--- src/rtl/intr_recog_pkg.sv ---
package intr_recog_pkg;

  localparam int NSRC     = 5;
  localparam int SRC_IRQ  = 0;
  localparam int SRC_FIRQ = 1;
  localparam int SRC_NMI  = 2;
  localparam int SRC_HALT = 3;
  localparam int SRC_RST  = 4;
  localparam int NSVC     = 4;

  typedef logic [NSRC-1:0] src_vec_t;
  typedef logic [NSVC-1:0] svc_vec_t;

  // Highest index wins; result is one-hot or zero.
  function automatic src_vec_t pick_highest(input src_vec_t v);
    src_vec_t r;
    logic     found;
    r     = '0;
    found = 1'b0;
    for (int i = NSRC - 1; i >= 0; i--) begin
      if (v[i] && !found) begin
        r[i]  = 1'b1;
        found = 1'b1;
      end
    end
    return r;
  endfunction

  // Map a winner vector to the sequencer service code (halt excluded).
  function automatic svc_vec_t to_svc(input src_vec_t w);
    return {w[SRC_RST], w[SRC_NMI], w[SRC_FIRQ], w[SRC_IRQ]};
  endfunction

endpackage

--- src/rtl/intr_sync.sv ---
module intr_sync #(
  parameter int WIDTH  = 5,
  parameter int STAGES = 2
) (
  input  logic             clk,
  input  logic             rst_n,
  input  logic [WIDTH-1:0] d,
  output logic [WIDTH-1:0] q
);

  for (genvar b = 0; b < WIDTH; b++) begin : g_bit
    logic [STAGES-1:0] chain;
    always_ff @(posedge clk or negedge rst_n) begin
      if (!rst_n) chain <= '0;
      else        chain <= {chain[STAGES-2:0], d[b]};
    end
    assign q[b] = chain[STAGES-1];
  end

endmodule

--- src/rtl/intr_eligibility.sv ---
module intr_eligibility
  import intr_recog_pkg::*;
(
  input  logic     clk,
  input  logic     rst_n,
  input  src_vec_t sync_req,
  input  logic     mask_firq,
  input  logic     mask_irq,
  input  logic     native_mode,
  input  logic     nmi_taken,
  output src_vec_t gated,
  output src_vec_t visible,
  output logic     nmi_edge
);

  logic     nmi_prev_q;
  logic     nmi_pend_q;
  src_vec_t elig_q;

  assign nmi_edge = sync_req[SRC_NMI] & ~nmi_prev_q;

  always_comb begin
    gated           = '0;
    gated[SRC_RST]  = sync_req[SRC_RST];
    gated[SRC_HALT] = sync_req[SRC_HALT];
    gated[SRC_NMI]  = nmi_pend_q | nmi_edge;
    gated[SRC_FIRQ] = sync_req[SRC_FIRQ] & ~mask_firq;
    gated[SRC_IRQ]  = sync_req[SRC_IRQ] & ~mask_irq;
  end

  always_ff @(posedge clk or negedge rst_n) begin
    if (!rst_n) begin
      nmi_prev_q <= 1'b0;
      nmi_pend_q <= 1'b0;
      elig_q     <= '0;
    end else begin
      nmi_prev_q <= sync_req[SRC_NMI];
      nmi_pend_q <= (nmi_pend_q | nmi_edge) & ~nmi_taken;
      elig_q     <= gated;
    end
  end

  assign visible = native_mode ? gated : (gated & elig_q);

endmodule

--- src/rtl/intr_boundary_arb.sv ---
module intr_boundary_arb
  import intr_recog_pkg::*;
(
  input  logic     clk,
  input  logic     rst_n,
  input  src_vec_t gated,
  input  src_vec_t visible,
  input  logic     instr_last,
  input  logic     wait_state,
  output src_vec_t win,
  output svc_vec_t svc_req,
  output logic     halt_grant,
  output logic     dead_cycle
);

  logic     halt_q;
  logic     wait_q;
  src_vec_t cand;
  logic     halt_d;
  logic     release_w;
  logic     wait_exit_w;

  always_comb begin
    cand = '0;
    if (halt_q)          cand[SRC_RST] = visible[SRC_RST];
    else if (instr_last) cand = visible;
  end

  assign win = pick_highest(cand);

  always_comb begin
    if (win[SRC_RST])  halt_d = 1'b0;
    else if (halt_q)   halt_d = gated[SRC_HALT];
    else               halt_d = win[SRC_HALT];
  end

  assign release_w   = halt_q & ~gated[SRC_HALT] & ~win[SRC_RST];
  assign wait_exit_w = wait_q & ~wait_state;

  always_ff @(posedge clk or negedge rst_n) begin
    if (!rst_n) begin
      halt_q     <= 1'b0;
      wait_q     <= 1'b0;
      svc_req    <= '0;
      dead_cycle <= 1'b0;
    end else begin
      halt_q     <= halt_d;
      wait_q     <= wait_state;
      svc_req    <= to_svc(win);
      dead_cycle <= release_w | wait_exit_w;
    end
  end

  assign halt_grant = halt_q;

endmodule

--- src/rtl/intr_recog.sv ---
module intr_recog
  import intr_recog_pkg::*;
#(
  parameter int SYNC_STAGES = 2
) (
  input  logic       clk,
  input  logic       rst_n,
  input  logic       pin_reset,
  input  logic       pin_halt,
  input  logic       pin_nmi,
  input  logic       pin_firq,
  input  logic       pin_irq,
  input  logic       instr_last,
  input  logic       mask_firq,
  input  logic       mask_irq,
  input  logic       native_mode,
  input  logic       wait_state,
  output logic [3:0] svc_req,
  output logic       halt_grant,
  output logic       dead_cycle
);

  src_vec_t raw_req;
  src_vec_t sync_req;
  src_vec_t gated_w;
  src_vec_t visible_w;
  src_vec_t win_w;
  logic     nmi_edge_w;
  svc_vec_t svc_w;

  assign raw_req = {pin_reset, pin_halt, pin_nmi, pin_firq, pin_irq};

  intr_sync #(.WIDTH(NSRC), .STAGES(SYNC_STAGES)) u_sync (
    .clk   (clk),
    .rst_n (rst_n),
    .d     (raw_req),
    .q     (sync_req)
  );

  intr_eligibility u_elig (
    .clk         (clk),
    .rst_n       (rst_n),
    .sync_req    (sync_req),
    .mask_firq   (mask_firq),
    .mask_irq    (mask_irq),
    .native_mode (native_mode),
    .nmi_taken   (win_w[SRC_NMI]),
    .gated       (gated_w),
    .visible     (visible_w),
    .nmi_edge    (nmi_edge_w)
  );

  intr_boundary_arb u_arb (
    .clk        (clk),
    .rst_n      (rst_n),
    .gated      (gated_w),
    .visible    (visible_w),
    .instr_last (instr_last),
    .wait_state (wait_state),
    .win        (win_w),
    .svc_req    (svc_w),
    .halt_grant (halt_grant),
    .dead_cycle (dead_cycle)
  );

  assign svc_req = svc_w;

endmodule

--- config.mk ---
export PLATFORM = sky130hd
export DESIGN_NAME = intr_recog
export DESIGN_NICKNAME = d
export VERILOG_FILES = /design/src/rtl/intr_recog_pkg.sv /design/src/rtl/intr_sync.sv /design/src/rtl/intr_eligibility.sv /design/src/rtl/intr_boundary_arb.sv /design/src/rtl/intr_recog.sv
export SDC_FILE = /design/constraint.sdc
export NUM_CORES = 1
export LEC_CHECK = 0
export BUFFER_PORTS_ARGS = -buffer_cell sky130_fd_sc_hd__buf_2
export CAP_MARGIN = 40
export CORE_ASPECT_RATIO = 1.25
export CORE_UTILIZATION = 45
export CTS_CLUSTER_DIAMETER = 100
export DETAILED_ROUTE_END_ITERATION = 10
export PLACE_DENSITY_LB_ADDON = 0.05
export SLEW_MARGIN = 30
export SYNTH_ARGS = -nofsm -noshare
export SYNTH_HDL_FRONTEND = slang
export SYNTH_SLANG_ARGS = --single-unit
--- constraint.sdc ---
create_clock -name clk -period 1.4 [get_ports clk]
set_clock_uncertainty 0.2 [all_clocks]
set_input_delay 0.07 -clock clk [delete_from_list [all_inputs] [get_ports clk]]
set_output_delay 0.07 -clock clk [all_outputs]
set_load 0.02 [all_outputs]
==> impl_metrics.csv, run 1 <==
group,metric,value,unit
outcome,status,"finished, violations left",
outcome,violations,"setup timing",
floorplanning,placementRows,16,
setup_path,required,1.39,ns
route,vias_per_cell,4.745,
clock_network,htreeDepth,1,
route,drt-total-wl,1276,microns
floorplanning,die_x,39.53,microns
clock_network,cts.sinks,24,
setup_path,slowest_delay,0.43,ns
grt,grt_start_max_net_pins,25,
floorplanning,die_area,1933,sq um
setup_path,cp_max_fo,4,
timing,max-slew-margin-rel,66.45,%
route,avgRoutedWirePerCell,12.04,microns
pwr,p_seq_share,62.1,%
logic_synthesis,syn_area,792.0,sq um
logic_synthesis,synthTopCellsByArea,"dfrtp_1 (76%), o221a_4 (2.5%), inv_1 (2.4%)",
finish,final_util,68.36,%
pwr,p_switching,0.0002844,W
floorplanning,initial_core_util,49.45,%
clock_network,numCtsBuffers,3,
finish,diodes,0,
logic_synthesis,synth.most_common_cell,"dfrtp_1",
placed_design,gp_congestion,0.6859,
logic_synthesis,yosys.area.top_type,"dfrtp_1",
setup_path,startpoint,"u_arb.halt_grant",
grt,grt_pass1_wl,2104,microns
timing,setup-violations-final,2,
pwr,sw_frac_of_total,23.38,%
logic_synthesis,seq_area_frac_synth,75.83,%
min_path,hold_path_depth,3,
clock_network,cts-root-buf,"clkbuf_4",
placed_design,dpl.hpwl,853.5,microns
clock_network,hold_buffers,11,
setup_path,critPathKind,"reg2reg",
timing,rsz0062_at_grt,"true",
setup_path,r2r_cells,3,
setup_path,worst_path_max_delay_cell,"dfrtp_2",
route,routed-via-count,503,
timing,fin_setup_tns,-0.1186,ns
route,drt_iter0_drc,2,
timing,setup_ws,-0.06683,ns
setup_path,start_kind,"flop",
logic_synthesis,synthFlopType,"dfrtp_1",
finish,drive_gt1_share,38.64,%
placed_design,place_area,945.9,sq um
clock_network,tritoncts,"yes",
timing,post-route-period-util,104.8,%
logic_synthesis,synth.ff_latch_count,24,
pwr,power_per_cell_area,1111,nW/um^2
grt,grt.total_usage,15.86,%
pwr,pwr-share-clk,24.2,%
timing,maxSlewViolCount,0,
floorplanning,ios,18,
route,dr.pass1.iters,3,
pwr,pwr-share-comb,13.8,%
setup_path,end_kind,"flop",
logic_synthesis,synthTopCellsByCount,"dfrtp_1 (24), inv_1 (5), nor2_1 (3), nor2b_1 (3)",
logic_synthesis,synth-async-reset-ratio,100.0,%
setup_path,critPathArrivalTime,1.46,ns
finish,postLayoutCellArea,1095,sq um
timing,hold_viol_final,0,
setup_path,worstPathCellList,"o221a_4, o21bai_4, o32a_1",
setup_path,reg2reg_from,"u_arb.halt_grant",
floorplanning,die_y,48.91,microns
logic_synthesis,ys_warn_count,0,
pwr,p_int,0.0009319,W
finish,syn_to_final_growth,38.23,%
grt,grt_overflow,0,
logic_synthesis,synth_top_area_share,75.83,%
route,drtAntennaViolNets,0,
grt,grt_pass1_vias,554,
clock_network,cts.path.max_buffers,2,
route,drc,0,
logic_synthesis,synth_fp_nets,62,
logic_synthesis,syn_avg_cell_area,15.84,sq um
clock_network,clk_pin_slew_worst_paths,0.12,ns
finish,nets,101,
min_path,hold_path.class,"in2reg",
placed_design,port_buffers,17,
pwr,ir_worst_vdd,0.7497,mV
logic_synthesis,synth-edff-count,0,
logic_synthesis,synth_cell_type_count,16,
timing,fmax,0.6817,GHz
pwr,leakage,0.5258,nW
min_path,hold_start,"instr_last",
run,cap_violations,0,
grt,antenna_found_initial,0,
floorplanning,core_area,1602,sq um
timing,post-route-min-period,1.467,ns
finish,nFillCells,113,
timing,tightest_slew,0.5033,ns
clock_network,clock_latency,0.30,ns
logic_synthesis,synthCells,50,
-- final timing paths --
kind,endpoint,slack [ns]
setup / recovery,u_elig.nmi_pend_q,-0.07
hold / removal,u_arb.svc_req[3],0.006
setup reg to reg,u_elig.nmi_pend_q,-0.07
hold reg to reg,u_sync.g_bit[4].chain[1],0.16
max in group asynchronous,u_arb.halt_grant,0.59
min in group asynchronous,u_arb.svc_req[3],0.05
-- state kept, by name (all words and copies together), names as in the netlist --
| signal | flops |
|---|---|
| u_arb.dead_cycle | 1 |
| u_arb.halt_grant | 1 |
| u_arb.svc_req | 4 |
| u_arb.wait_q | 1 |
| u_elig.elig_q | 5 |
| u_elig.nmi_pend_q | 1 |
| u_elig.nmi_prev_q | 1 |
| u_sync.g_bit.chain | 10 |
-- metal layers --
layer	routed length [microns]	GRT usage (%)	up-vias	share of wire [%]
li1	-	-	247	-
met1	610	20.97	239	48
met2	619	24.86	15	49
met3	40	2.740	2	3.1
met4	6	6.897	0	0.47
met5	0	0	-	0
-- power groups by stage --
| stage | Clock [W] | Combinational, W | Sequential, W |
|---|---|---|---|
| after CTS | 0.000309 | 0.000167 | 0.000755 |
| after global placement | 0 | 0.000138 | 0.000769 |
| final | 0.000294 | 0.000167 | 0.000755 |
| after floorplan | 0 | 0.0000584 | 0.000780 |
| after detailed placement | 0 | 0.000140 | 0.000769 |
| after global routing | 0.000350 | 0.000183 | 0.000761 |
-- cell usage in the layout, fill, tap and decap left out, drive strengths merged --
master       synthesis  routed
o221a                1       1
nor3b                2       2
dfrtp               24      24
o21ai                2       2
buf                  0      23
a211oi               2       2
inv                  5       5
o32ai                1       1
o21bai               1       1
dlygate4sd3          0      11
nor4                 2       2
o2111ai              1       1
nor2b                3       3
nand2b               2       2
o32a                 1       1
nor2                 3       3
clkbuf               0       4
-- critical path, delay by kind of cell, from the launching register on --
kind,cells,cell delay (ns)
compound gates,3,0.72
flops,1,0.43
-- per-stage QoR --
stage          hold WS [ns]  total power, W  cells  worst slack [ns]
2_1_floorplan       -0.4256       0.0008389     50           -0.1009
6_report           0.005849        0.001216    106          -0.06683
3_3_place_gp        -0.1307       0.0009063     90          -0.02915
5_1_grt            -0.01562        0.001294    106          -0.08256
3_5_place_dp        -0.1317       0.0009092     90          -0.05165
4_1_cts           -0.009281        0.001232    106          -0.05903
-- cell type report --
class	instances	area [sq um]	area share, %
clock buffer	4	26.28	2.400
inverter	5	18.77	1.714
multi-input combinational	21	185.2	16.91
sequential	24	601.8	54.97
tap	18	22.52	2.057
timing repair buffer	34	240.2	21.94
-- kinds of logic after synthesis --
family | after synthesis | share of synthesized area, %
compound gates | 9 | 11.53
flops | 24 | 75.83
simple gates | 12 | 10.27
buf+inv | 5 | 2.370
-- what timing repair did --
action	CTS	global route
hold endpoints to repair	37	1
gates resized for setup	0	1
setup endpoints to repair	3	4
setup buffers	1	0
Note: power is estimated with default switching activity, not from simulation.
==> run 2: changes to the inputs <==
--- a/config.mk
+++ b/config.mk
@@ -5,7 +5,7 @@
 export SDC_FILE = /design/constraint.sdc
 export NUM_CORES = 1
 export LEC_CHECK = 0
-export BUFFER_PORTS_ARGS = -buffer_cell sky130_fd_sc_hd__buf_2
+export BUFFER_PORTS_ARGS = -buffer_cell sky130_fd_sc_hd__buf_4
 export CAP_MARGIN = 40
 export CORE_ASPECT_RATIO = 1.25
 export CORE_UTILIZATION = 45
==> run 2 against run 1 <==
- the run ends with hold timing, setup timing left
- via count up 7.4%
- die area stayed put
- global-route usage increased by 2.8 points
- sequential power barely moved
- clock power is 66% higher
- combinational power grew 8%
- setup slack gained 0.018 ns
- non-clock buffer count shrank 1
- flip-flop and latch count is the same
- clock-buffer cell count decreased by 1
- critical path type unchanged
- highest routed layer unchanged
==> impl_metrics.csv, run 2 (synthesized netlist as in run 1, its figures left out) <==
group,metric,value,unit
pwr,leakage,0.5451,nW
finish,fin_cells,105,
setup_path,start_kind,"flop",
clock_network,clock_latency,0.31,ns
route,drt_iter0_drc,7,
route,routed-via-count,540,
timing,setup_ws,-0.04852,ns
finish,largest-register,"u_sync.g_bit.chain",
floorplanning,die_y,48.91,microns
timing,fin_setup_tns,-0.06241,ns
pwr,ir_worst_vdd,0.8041,mV
clock_network,numCtsBuffers,3,
setup_path,critPathArrivalTime,1.46,ns
route,dr.pass1.iters,4,
outcome,violations,"hold timing, setup timing",
setup_path,critPathKind,"reg2reg",
outcome,status,"finished, violations left",
setup_path,required,1.41,ns
placed_design,gp_congestion,0.7488,
timing,maxSlewViolCount,0,
finish,drive_gt1_share,40.23,%
grt,grt_pass1_wl,2401,microns
clock_network,hold_buffers,10,
timing,post-route-min-period,1.449,ns
setup_path,cp_max_fo,4,
route,drc,0,
route,vias_per_cell,5.143,
route,avgRoutedWirePerCell,13.25,microns
finish,postLayoutCellArea,1154,sq um
placed_design,place_area,996.0,sq um
timing,post-route-period-util,103.5,%
grt,grt_overflow,0,
setup_path,end_kind,"flop",
timing,fmax,0.6904,GHz
timing,max-slew-margin-rel,81.01,%
finish,diodes,0,
floorplanning,placementRows,16,
finish,syn_to_final_growth,45.66,%
timing,hold_viol_final,3,
timing,whs,-0.1085,ns
pwr,total_power,0.001425,W
finish,nets,100,
setup_path,r2r_slack,-0.05,ns
clock_network,cts_setup_buffers,0,
route,drtAntennaViolNets,0,
floorplanning,die_x,39.53,microns
floorplanning,core_area,1602,sq um
pwr,power_per_cell_area,1235,nW/um^2
clock_network,cts-root-buf,"clkbuf_4",
timing,rsz0062_at_grt,"true",
clock_network,cts.sinks,24,
placed_design,dpl.hpwl,926.8,microns
finish,largest_register_ff_count,10,
clock_network,clk_pin_slew_worst_paths,0.13,ns
run,cap_violations,0,
timing,setup-violations-final,3,
floorplanning,die_area,1933,sq um
placed_design,numPlacedInstances,91,
min_path,hold_path.class,"in2reg",
grt,antenna_found_initial,0,
grt,grt_pass1_vias,583,
finish,mostFrequentLayoutCells,"buf_4 (23), dfrtp_1 (23), dlygate4sd3_1 (10)",
floorplanning,initial_core_util,49.45,%
placed_design,port_buffers,17,
floorplanning,ios,18,
route,drt-total-wl,1391,microns
finish,largest_registers,"u_sync.g_bit.chain (10), u_elig.elig_q (5), u_arb.svc_req (4)",
timing,tightest_slew,0.2848,ns
clock_network,cts.path.max_buffers,2,
grt,grt_start_max_net_pins,25,
clock_network,tritoncts,"yes",
grt,grt.total_usage,18.65,%
clock_network,htreeDepth,1,
==> run 2: changes by cell type in the layout (fill, tap and decap cells not counted), sizes merged <==
cell	before	now
bufinv	0	1
clkbuf	4	3
dlygate4sd3	11	10
==> run 2: layout make-up <==
cell class / instances / area, sq um
Clock buffer: 3 / 22.52
Tap cell: 18 / 22.52
Timing Repair Buffer: 33 / 272.8
Sequential cell: 24 / 601.8
Multi-Input combinational cell: 21 / 185.2
Inverter: 5 / 18.77
Fill cell: 119 / 447.9
Clock inverter: 1 / 30.03
==> run 2: final timing paths <==
kind,endpoint,startpoint,cells past startpoint
max in group asynchronous,u_arb.halt_grant,rst_n,3
min in group asynchronous,u_arb.svc_req[1],rst_n,3
max reg2reg,u_elig.nmi_pend_q,u_arb.halt_grant,3
min reg2reg,u_sync.g_bit[0].chain[1],u_sync.g_bit[0].chain[0],0
max,u_elig.nmi_pend_q,u_arb.halt_grant,3
min,u_arb.svc_req[0],instr_last,3
==> run 2: what timing repair did <==
item,in CTS,in global routing
endpoints found under the hold margin,37,3
endpoints found under the setup margin,4,4
gates cloned,0,0
pin swaps,0,0
resized for setup,1,1
==> run 2: per-layer routing <==
| layer | routed length, microns | vias up | GRT usage, % | share of wire (%) |
|---|---|---|---|---|
| li1 | - | 248 | - | - |
| met1 | 578 | 275 | 22.44 | 42 |
| met2 | 736 | 15 | 29.78 | 53 |
| met3 | 68 | 2 | 5.023 | 4.9 |
| met4 | 6 | 0 | 8.621 | 0.43 |
| met5 | 0 | - | 0 | 0 |
==> run 2: worst max-delay path, cell delays in order (launching register included) <==
cell	delay, ns
dfrtp_2	0.44
o221a_4	0.26
o21bai_4	0.18
o32a_1	0.28
==> run 2: metrics by stage <==
stage	util (%)	setup slack [ns]
floorplan	-	-0.1009
detailed placement	62.19	-0.03296
CTS	72.03	-0.05104
global route	72.03	-0.07090
global placement	62.19	-0.01980
finish	72.03	-0.04852
==> run 2: power by group <==
| group | total, W | switching (W) | internal (W) |
|---|---|---|---|
| clock | 0.000487 | 0.000197 | 0.000289 |
| sequential | 0.000758 | 0.0000201 | 0.000738 |
| combinational | 0.000180 | 0.0000840 | 0.0000965 |
| total | 0.00142 | 0.000301 | 0.00112 |
